<file path="src/rtl/icyc_pkg.sv">
package icyc_pkg;

  localparam int OPW = 3;

  typedef enum logic [OPW-1:0] {
    OP_LOAD  = 3'd0,
    OP_STORE = 3'd1,
    OP_ADD   = 3'd2,
    OP_JUMP  = 3'd3,
    OP_JZ    = 3'd4,
    OP_RETI  = 3'd5,
    OP_NOP6  = 3'd6,
    OP_NOP7  = 3'd7
  } op_t;

  typedef enum logic [3:0] {
    S_FADR  = 4'd0,   // address register <- PC
    S_FRD   = 4'd1,   // instruction read, PC increments on ack
    S_FIR   = 4'd2,   // IR <- buffer
    S_IADR  = 4'd3,   // address register <- pointer field
    S_IRD   = 4'd4,   // pointer read
    S_EXE   = 4'd5,   // decode / dispatch
    S_ORD   = 4'd6,   // operand read
    S_ALU   = 4'd7,   // accumulator + flags write
    S_OWR   = 4'd8,   // operand write
    S_POP   = 4'd9,   // stack read for return
    S_CHK   = 4'd10,  // interrupt sample point
    S_IPUSH = 4'd11,  // prepare push
    S_IWR   = 4'd12   // push write
  } state_t;

  typedef struct packed {
    logic eq;
    logic ovf;
    logic cry;
    logic sgn;
    logic zro;
  } flags_t;

  typedef struct packed {
    logic   sup;
    logic   ie;
    flags_t cc;
  } psw_t;

endpackage

</file>
<file path="src/rtl/icyc_alu.sv">
module icyc_alu
  import icyc_pkg::*;
#(
  parameter int DW = 16
) (
  input  logic          op_add,
  input  logic [DW-1:0] acc,
  input  logic [DW-1:0] opnd,
  output logic [DW-1:0] res,
  output flags_t        flags
);

  // Returns {flags, result}; load passes the operand through the same path.
  function automatic logic [DW+4:0] alu_eval(input logic is_add,
                                             input logic [DW-1:0] a,
                                             input logic [DW-1:0] b);
    logic [DW:0]   sum;
    logic [DW-1:0] r;
    flags_t        f;
    sum   = {1'b0, a} + {1'b0, b};
    r     = is_add ? sum[DW-1:0] : b;
    f.zro = (r == '0);
    f.sgn = r[DW-1];
    f.cry = is_add & sum[DW];
    f.ovf = is_add & (a[DW-1] == b[DW-1]) & (r[DW-1] != a[DW-1]);
    f.eq  = (a == b);
    return {f, r};
  endfunction

  logic [DW+4:0] packed_out;

  always_comb begin
    packed_out = alu_eval(op_add, acc, opnd);
    res        = packed_out[DW-1:0];
    flags      = packed_out[DW+4:DW];
  end

endmodule

</file>
<file path="src/rtl/icyc_psw.sv">
module icyc_psw
  import icyc_pkg::*;
(
  input  logic   clk,
  input  logic   rst_n,
  input  logic   alu_wr,
  input  flags_t alu_flags,
  input  logic   int_enter,
  input  logic   reti_done,
  output psw_t   psw
);

  always_ff @(posedge clk or negedge rst_n) begin
    if (!rst_n) begin
      psw.cc  <= '0;
      psw.ie  <= 1'b0;
      psw.sup <= 1'b1;
    end else begin
      if (alu_wr) psw.cc <= alu_flags;
      if (int_enter) begin
        psw.ie  <= 1'b0;
        psw.sup <= 1'b1;
      end else if (reti_done) begin
        psw.ie  <= 1'b1;
        psw.sup <= 1'b0;
      end
    end
  end

endmodule

</file>
<file path="src/rtl/icyc_ctrl.sv">
module icyc_ctrl
  import icyc_pkg::*;
(
  input  logic   clk,
  input  logic   rst_n,
  input  logic   mem_ack,
  input  op_t    op,
  input  logic   ind,
  input  logic   irq,
  input  logic   ie,
  output state_t state,
  output logic   mem_req,
  output logic   mem_we
);

  state_t nxt;

  always_comb begin
    nxt = state;
    unique case (state)
      S_FADR:  nxt = S_FRD;
      S_FRD:   if (mem_ack) nxt = S_FIR;
      S_FIR:   nxt = ind ? S_IADR : S_EXE;
      S_IADR:  nxt = S_IRD;
      S_IRD:   if (mem_ack) nxt = S_EXE;
      S_EXE: begin
        case (op)
          OP_LOAD, OP_ADD: nxt = S_ORD;
          OP_STORE:        nxt = S_OWR;
          OP_RETI:         nxt = S_POP;
          default:         nxt = S_CHK;
        endcase
      end
      S_ORD:   if (mem_ack) nxt = S_ALU;
      S_ALU:   nxt = S_CHK;
      S_OWR:   if (mem_ack) nxt = S_CHK;
      S_POP:   if (mem_ack) nxt = S_CHK;
      S_CHK:   nxt = (irq && ie) ? S_IPUSH : S_FADR;
      S_IPUSH: nxt = S_IWR;
      S_IWR:   if (mem_ack) nxt = S_FADR;
      default: nxt = S_FADR;
    endcase
  end

  always_ff @(posedge clk or negedge rst_n) begin
    if (!rst_n) state <= S_FADR;
    else        state <= nxt;
  end

  always_comb begin
    mem_req = (state == S_FRD) || (state == S_IRD) || (state == S_ORD) ||
              (state == S_OWR) || (state == S_POP) || (state == S_IWR);
    mem_we  = (state == S_OWR) || (state == S_IWR);
  end

endmodule

</file>
<file path="src/rtl/icyc_sequencer.sv">
module icyc_sequencer
  import icyc_pkg::*;
#(
  parameter int            AW        = 12,
  parameter int            DW        = 16,
  parameter logic [AW-1:0] STACK_TOP = 12'h100,
  parameter logic [AW-1:0] HANDLER   = 12'h080
) (
  input  logic          clk,
  input  logic          rst_n,
  input  logic          irq,
  output logic          mem_req,
  output logic          mem_we,
  output logic [AW-1:0] mem_addr,
  output logic [DW-1:0] mem_wdata,
  input  logic [DW-1:0] mem_rdata,
  input  logic          mem_ack,
  output logic [6:0]    psw_o
);

  localparam int IND_BIT = AW;
  localparam int OP_LSB  = AW + 1;
  localparam int PAD     = DW - AW;

  logic [AW-1:0] pc_q, mar_q, sp_q;
  logic [DW-1:0] mbr_q, ir_q, acc_q;
  logic [AW-1:0] ea;
  op_t           op;
  state_t        state;
  psw_t          psw;
  logic [DW-1:0] alu_res;
  flags_t        alu_flags;

  // named events for the checker
  logic ev_fetch_done, ev_alu_wr, ev_int_enter, ev_reti_done;

  assign ea            = mbr_q[AW-1:0];
  assign op            = op_t'(ir_q[DW-1:OP_LSB]);
  assign ev_fetch_done = (state == S_FRD) && mem_ack;
  assign ev_alu_wr     = (state == S_ALU);
  assign ev_int_enter  = (state == S_IPUSH);
  assign ev_reti_done  = (state == S_POP) && mem_ack;

  icyc_ctrl u_ctrl (
    .clk     (clk),
    .rst_n   (rst_n),
    .mem_ack (mem_ack),
    .op      (op),
    .ind     (mbr_q[IND_BIT]),
    .irq     (irq),
    .ie      (psw.ie),
    .state   (state),
    .mem_req (mem_req),
    .mem_we  (mem_we)
  );

  icyc_alu #(.DW(DW)) u_alu (
    .op_add (op == OP_ADD),
    .acc    (acc_q),
    .opnd   (mbr_q),
    .res    (alu_res),
    .flags  (alu_flags)
  );

  icyc_psw u_psw (
    .clk       (clk),
    .rst_n     (rst_n),
    .alu_wr    (ev_alu_wr),
    .alu_flags (alu_flags),
    .int_enter (ev_int_enter),
    .reti_done (ev_reti_done),
    .psw       (psw)
  );

  always_ff @(posedge clk or negedge rst_n) begin
    if (!rst_n) begin
      pc_q  <= '0;
      mar_q <= '0;
      sp_q  <= STACK_TOP;
      mbr_q <= '0;
      ir_q  <= '0;
      acc_q <= '0;
    end else begin
      case (state)
        S_FADR: mar_q <= pc_q;
        S_FRD: if (mem_ack) begin
          mbr_q <= mem_rdata;
          pc_q  <= pc_q + 1'b1;
        end
        S_FIR:  ir_q  <= mbr_q;
        S_IADR: mar_q <= ea;
        S_IRD:  if (mem_ack) mbr_q <= mem_rdata;
        S_EXE: begin
          case (op)
            OP_LOAD, OP_ADD: mar_q <= ea;
            OP_STORE: begin
              mar_q <= ea;
              mbr_q <= acc_q;
            end
            OP_JUMP: pc_q  <= ea;
            OP_JZ:   if (psw.cc.zro) pc_q <= ea;
            OP_RETI: mar_q <= sp_q;
            default: ;
          endcase
        end
        S_ORD: if (mem_ack) mbr_q <= mem_rdata;
        S_ALU: acc_q <= alu_res;
        S_POP: if (mem_ack) begin
          pc_q <= mem_rdata[AW-1:0];
          sp_q <= sp_q + 1'b1;
        end
        S_IPUSH: begin
          mbr_q <= {{PAD{1'b0}}, pc_q};
          sp_q  <= sp_q - 1'b1;
          mar_q <= sp_q - 1'b1;
        end
        S_IWR: if (mem_ack) pc_q <= HANDLER;
        default: ;
      endcase
    end
  end

  assign mem_addr  = mar_q;
  assign mem_wdata = mbr_q;
  assign psw_o     = psw;

endmodule

</file>
<file path="config.mk">
export PLATFORM = sky130hd
export DESIGN_NAME = icyc_sequencer
export DESIGN_NICKNAME = d
export VERILOG_FILES = /design/src/rtl/icyc_pkg.sv /design/src/rtl/icyc_alu.sv /design/src/rtl/icyc_psw.sv /design/src/rtl/icyc_ctrl.sv /design/src/rtl/icyc_sequencer.sv
export SDC_FILE = /design/constraint.sdc
export NUM_CORES = 1
export LEC_CHECK = 0
export BUFFER_PORTS_ARGS = -buffer_cell sky130_fd_sc_hd__buf_2
export CAP_MARGIN = 20
export CORE_ASPECT_RATIO = 1.75
export CORE_MARGIN = 2
export CORE_UTILIZATION = 45
export CTS_CLUSTER_SIZE = 25
export DETAILED_ROUTE_END_ITERATION = 12
export PLACE_DENSITY_LB_ADDON = 0.15
export SYNTH_ARGS = -nofsm -noshare
export SYNTH_HDL_FRONTEND = slang
export SYNTH_HIERARCHICAL = 1
export SYNTH_SLANG_ARGS = --single-unit
</file>
<file path="constraint.sdc">
create_clock -name clk -period 8.39 [get_ports clk]
set_input_delay 0.4195 -clock clk [delete_from_list [all_inputs] [get_ports clk]]
set_output_delay 0.4195 -clock clk [all_outputs]
set_load 0.01 [all_outputs]
</file>
Word level (Yosys, flattened, before mapping). Index checks and enable logic that the tools add are counted.

Flip-flop bits (word level): 95. Memory bits (writable): 0. Input port bits: 20. Word-level logic and storage cells: 102. Output and inout port bits: 37. Bits in latches: 0. Bits in read-only memories: 0. Memories: 0.

Reduce and logical (&&, ||, !) cells: 25. Shift-type cells: 0. Magnitude comparators: 0. Divide/modulo/power cells: 0. Multipliers: 0. Muxes and demuxes: 25. Bitwise logic cells: 3. Add/sub/neg operators: 4. Equal/unequal tests: 31.

Operators by type and width (number): $pmux 12 s4 (2); $pmux 12 s2 (3); $mux 12 (5); $mux 16 (3); $pmux 16 s3 (1); $pmux 4 s12 (1); $add 12x1->12 const B (2); $mux 4 (6); $eq 4x4->1 const B (5); $add 16x16->17 (1); $eq 16x16->1 (1); $eq 4x3->1 const B (4); $logic_not 16->1 (1); $pmux 4 s3 (1); $sub 12x1->12 const B (1); $ne 2x2->1 const B (5); $eq 4x2->1 const B (2); $reduce_bool 4->1 (2); $eq 3x2->1 const B (2); $eq 3x3->1 const B (2); $logic_or 1x1->1 (6); $ne 2x1->1 const B (3); $ne 3x2->1 const B (2); $reduce_and 6->1 (1); other kinds (18) (26).

Longest topological paths before layout.
Word-level depth: 6. Gate-level depth with buffers: 12. Gate-level depth less buffers: 11.

By module. The synthesis kept the hierarchy.

Modules (own cells, without submodules): icyc_sequencer (times used 1, area each 4665.7 µm², seq. area each 1778.0 µm², cells an instance 486); icyc_alu (times used 1, area each 1106.1 µm², seq. area each 0.0 µm², cells an instance 149); icyc_ctrl (times used 1, area each 404.1 µm², seq. area each 100.1 µm², cells an instance 47); icyc_psw (times used 1, area each 251.5 µm², seq. area each 176.4 µm², cells an instance 16).

Least setup slack after synthesis. OpenSTA, ideal clock, no wires.

Path kind: register to register. From: register mbr_q[0], in the netlist mem_wdata[0]. To: register, netlist name u_psw/psw[0]. Library setup time: 0.065 ns. Stages on the path, launching flop included: 12. Clock period less this slack: 2.923 ns. Path slack: 5.467 ns. Required time: 8.325 ns. Buffers on the path: 0. Arrival time: 2.858 ns. Path through: dfrtp_1 > ha_1 > fa_1 > a211oi_1 > o21bai_1 > o21a_1 > a311oi_1 > o2bb2ai_1 > nor4b_2 > nand4bb_1 > nor4bb_1 > mux2_2.

RTL lines: from (decl) (line icyc_sequencer.sv:26) `logic [DW-1:0] mbr_q, ir_q, acc_q;`; from (signal assigned) (line icyc_sequencer.sv:87) `mbr_q <= mem_rdata;`; from (signal assigned) (line icyc_sequencer.sv:92) `S_IRD: if (mem_ack) mbr_q <= mem_rdata;`; from (signal assigned) (line icyc_sequencer.sv:98) `mbr_q <= acc_q;`.

Final worst setup path.
From: register u_ctrl.state[2]. To: register mbr_q[1], in the netlist mem_wdata[1].

Longest elaborated chain between the ends: 4. Elaborated cells between the ends (all ways): 11. Classes of those cells: eq/ne (7); mux (1); reduce/logical (3).

Ends and longest elaborated chain: from (decl) (line icyc_ctrl.sv:11) `output state_t state,`; from (signal assigned) (line icyc_ctrl.sv:47) `else state <= nxt;`; $eq 4x1->1 / $eq 4x3->1 (equally long branches) (line icyc_sequencer.sv:84) `case (state)`; $reduce_or 3->1 (no source line); $ne 2x1->1 (no source line) / $reduce_bool 3->1 (equally long branches); $reduce_and 3->1 (no source line).

Several ways; a longest one is shown, not always the timed one. A chain may end at the register's enable or synchronous reset.

==> results_dict.tcl <==
set metrics [dict create \
    first_global_vias 5873 \
    slew_viol_final 0 \
    clockBufferDepth 2 \
    antenna_found_initial 0 \
    finalSetupViolations 0 \
    path_class "flop to flop" \
    synth_top_area_frac 0.3115 \
    cts_resized 0 \
    num-fill-cells 1340 \
    cellInternalPower_uw 1404 \
    p_sw_frac 0.4687 \
    io_pins 57 \
    tightestPinTransition_ns 1.018 \
    final_antenna_net_count 0 \
    crit_path_start "u_ctrl/state[2]" \
    p_comb_frac 0.550 \
    cts_setup_buffers 0 \
    yosys.area.top_type "dfrtp_1" \
    regArea_um2 2054 \
    holdCritPathClass "input pin to asynchronous set/reset pin" \
    dieHeight_um 162.1 \
    reg2reg_depth 4 \
    synth-seq-cells 82 \
    holdWs_ns -0.001879 \
    cts_hold_buf 0 \
    worstReg2RegStart "u_ctrl/state[2]" \
    cp.required_ns 8.62 \
    min_period_ns 3.544 \
    area_delta_synth_final_pct 8.195 \
    ys.flop_type "dfrtp_1" \
    min_period_over_period 0.4224 \
    layout_common_cells "84 x nand2_1, 80 x dfrtp_1, 55 x buf_2" \
    grt_max_degree 83 \
    initial_core_util 0.4622 \
    seq_area_frac_synth 0.3196 \
    final.setup.tns_ns 0 \
    clk_pin_slew_ns 0.07 \
    port_buffers 56 \
    ys_warn_count 6 \
    dr_wl_met2_mm 10.43 \
    vias 5714 \
    finalHoldViolCount 3 \
    route.met3.wl_um 670 \
    hpwlAfterDp_mm 14.20 \
    crit_path_start_kind "flop" \
    seqPwrFrac 0.303 \
    p_sw_uw 1239 \
    endpoint_kind "flop" \
    multiInputGateArea_um2 3963 \
    worst-r2r-setup-slack_ns 4.85 \
    critPathArrivalTime_ns 3.77 \
    antenna_cells 0 \
    num_rows 57 \
    async_flop_share 1.000 \
    avgSynthCellArea_um2 9.208 \
    p_leak_uw 0.002991 \
    track_usage 0.2596 \
    highest_layer "met4" \
    synthCells 698 \
    fin_nets 760 \
    fmax_ghz 0.2822 \
    cp_max_fo 33 \
    ys_types 90 \
    powerDensity_nw_per_um2 380.1 \
    cts_tree "done" \
    rsz0062_at_grt "false" \
    synth_edf_count 0 \
    mostFrequentLayoutCell "nand2_1" \
    synth_fp_nets 738 \
    remaining_drc_errors 0 \
    core_um2 13910 \
    cts_max_level 3 \
    grt_first_pass_wirelength_mm 31.28 \
    wl_met1_mm 7.288 \
    drt-total-wl_mm 19.10 \
    drtIter0Drc 519 \
    ir_worst_vdd_mv 0.1502 \
    outcome "finished, violations left" \
    die_width_um 94.34 \
    dr.pass1.iters 7 \
    synth_area_um2 6427 \
    cts_made_buffers 9 \
    fin_skew_ns 0.01122 \
    yosys-top-cells-area "dfrtp_1 31%, nand2_1 4.9%, ha_1 3.7%" \
    dp_cells 885 \
    clockPowerShare 0.146 \
    violations "hold timing" \
    wl_per_cell_um 21.17 \
    root_buffer "clkbuf_16" \
    gp_congestion 0.9530 \
    clock_sinks 82 \
    globalRouteOverflowTotal 0 \
    clk_latency_ns 0.35 \
    layout-drive-gt1-share 0.1931 \
    stdcell_count 902 \
    cap_violations 0 \
    via_per_inst 6.335 \
    dieArea_um2 15290 \
    relSlewSlack 0.3214 \
]
[registers in the layout (all words and copies together), names as in the netlist]
register / flops
u_ctrl/state: 4
pc_q: 12
mem_addr: 12
sp_q: 12
mem_wdata: 16
acc_q: 16
ir_q: 3
u_psw/psw: 7
[final timing paths]
check | endpoint
hold reg to reg | u_psw/psw[3]
max in group asynchronous | sp_q[8]
setup reg to reg | mem_wdata[1]
min in group clk | pc_q[4]
setup / recovery | mem_wdata[1]
hold / removal | ir_q[15]
[worst max-delay path, stage by stage, from the launching register on]
cell and delay (ns):
dfrtp_1 1.01, nand4bb_1 0.76, nor4b_1 0.46, a211o_1 0.77, mux2_2 0.41
[power by group through the flow]
stage                     logic (uW)  clock network [uW]  registers [uW]
after detailed placement        1440                   0             805
final                           1460                 387             801
after CTS                       1450                 393             798
after global routing            1590                 411             831
after global placement          1420                   0             796
after floorplan                 1170                   0             723
[cell type report]
type,instances,share of cell area
clock buffer,9,0.03239
clock inverter,7,0.008636
inverter,22,0.01187
multi-input combinational,543,0.5698
sequential,82,0.2954
tap,177,0.03185
timing repair buffer,62,0.05002
[synthesized netlist by cell type, types with 7 or more instances]
cell type and n:
mux2_4 15, inv_1 20, a31oi_1 9, buf_4 7, nand2b_1 9, a21o_1 10, clkbuf_1 14, xor2_1 10
nor3_1 20, mux2_2 15, buf_2 13, buf_6 11, a21oi_1 27, o21ai_0 30, ha_1 19, xnor2_1 12
nand4b_1 12, o2bb2ai_1 17, nand3b_1 9, dfrtp_1 80, nand2_1 84, and3_1 8, nand3_1 12, o22ai_1 11
nor4_1 8, nor2_1 32, a221o_1 13, o21ai_1 8, and2_1 16, mux2i_1 11
[cell families (layout without fill, tap and decap cells)]
logic type / after synthesis / in the layout / synth area share
fa+ha+maj: 20 / 20 / 0.04010
mux: 42 / 42 / 0.08020
simple gates: 263 / 263 / 0.2369
flops: 82 / 82 / 0.3196
xor+xnor: 22 / 22 / 0.02998
buf+inv: 73 / 100 / 0.06463
compound gates: 196 / 196 / 0.2285
[through the flow]
stage	setup slack [ns]	power (uW)	area, um^2	utilization	hold WS [ns]
finish	4.846	2643	6954	0.5000	-0.001879
global route	4.487	2833	6954	0.5000	0.01629
CTS	4.862	2638	6927	0.4981	0.3141
detailed placement	4.863	2245	6641	0.4776	0.4964
global placement	4.953	2214	6641	0.4776	0.4913
floorplan	5.467	1893	6427	-	0.1239
[per-layer routing]
metal,GRT usage,vias up
li1,-,2678
met1,0.2959,2805
met2,0.4753,190
met3,0.03479,41
met4,0.1100,0
met5,0,-
No activity file was read; power rests on OpenSTA's default activity.
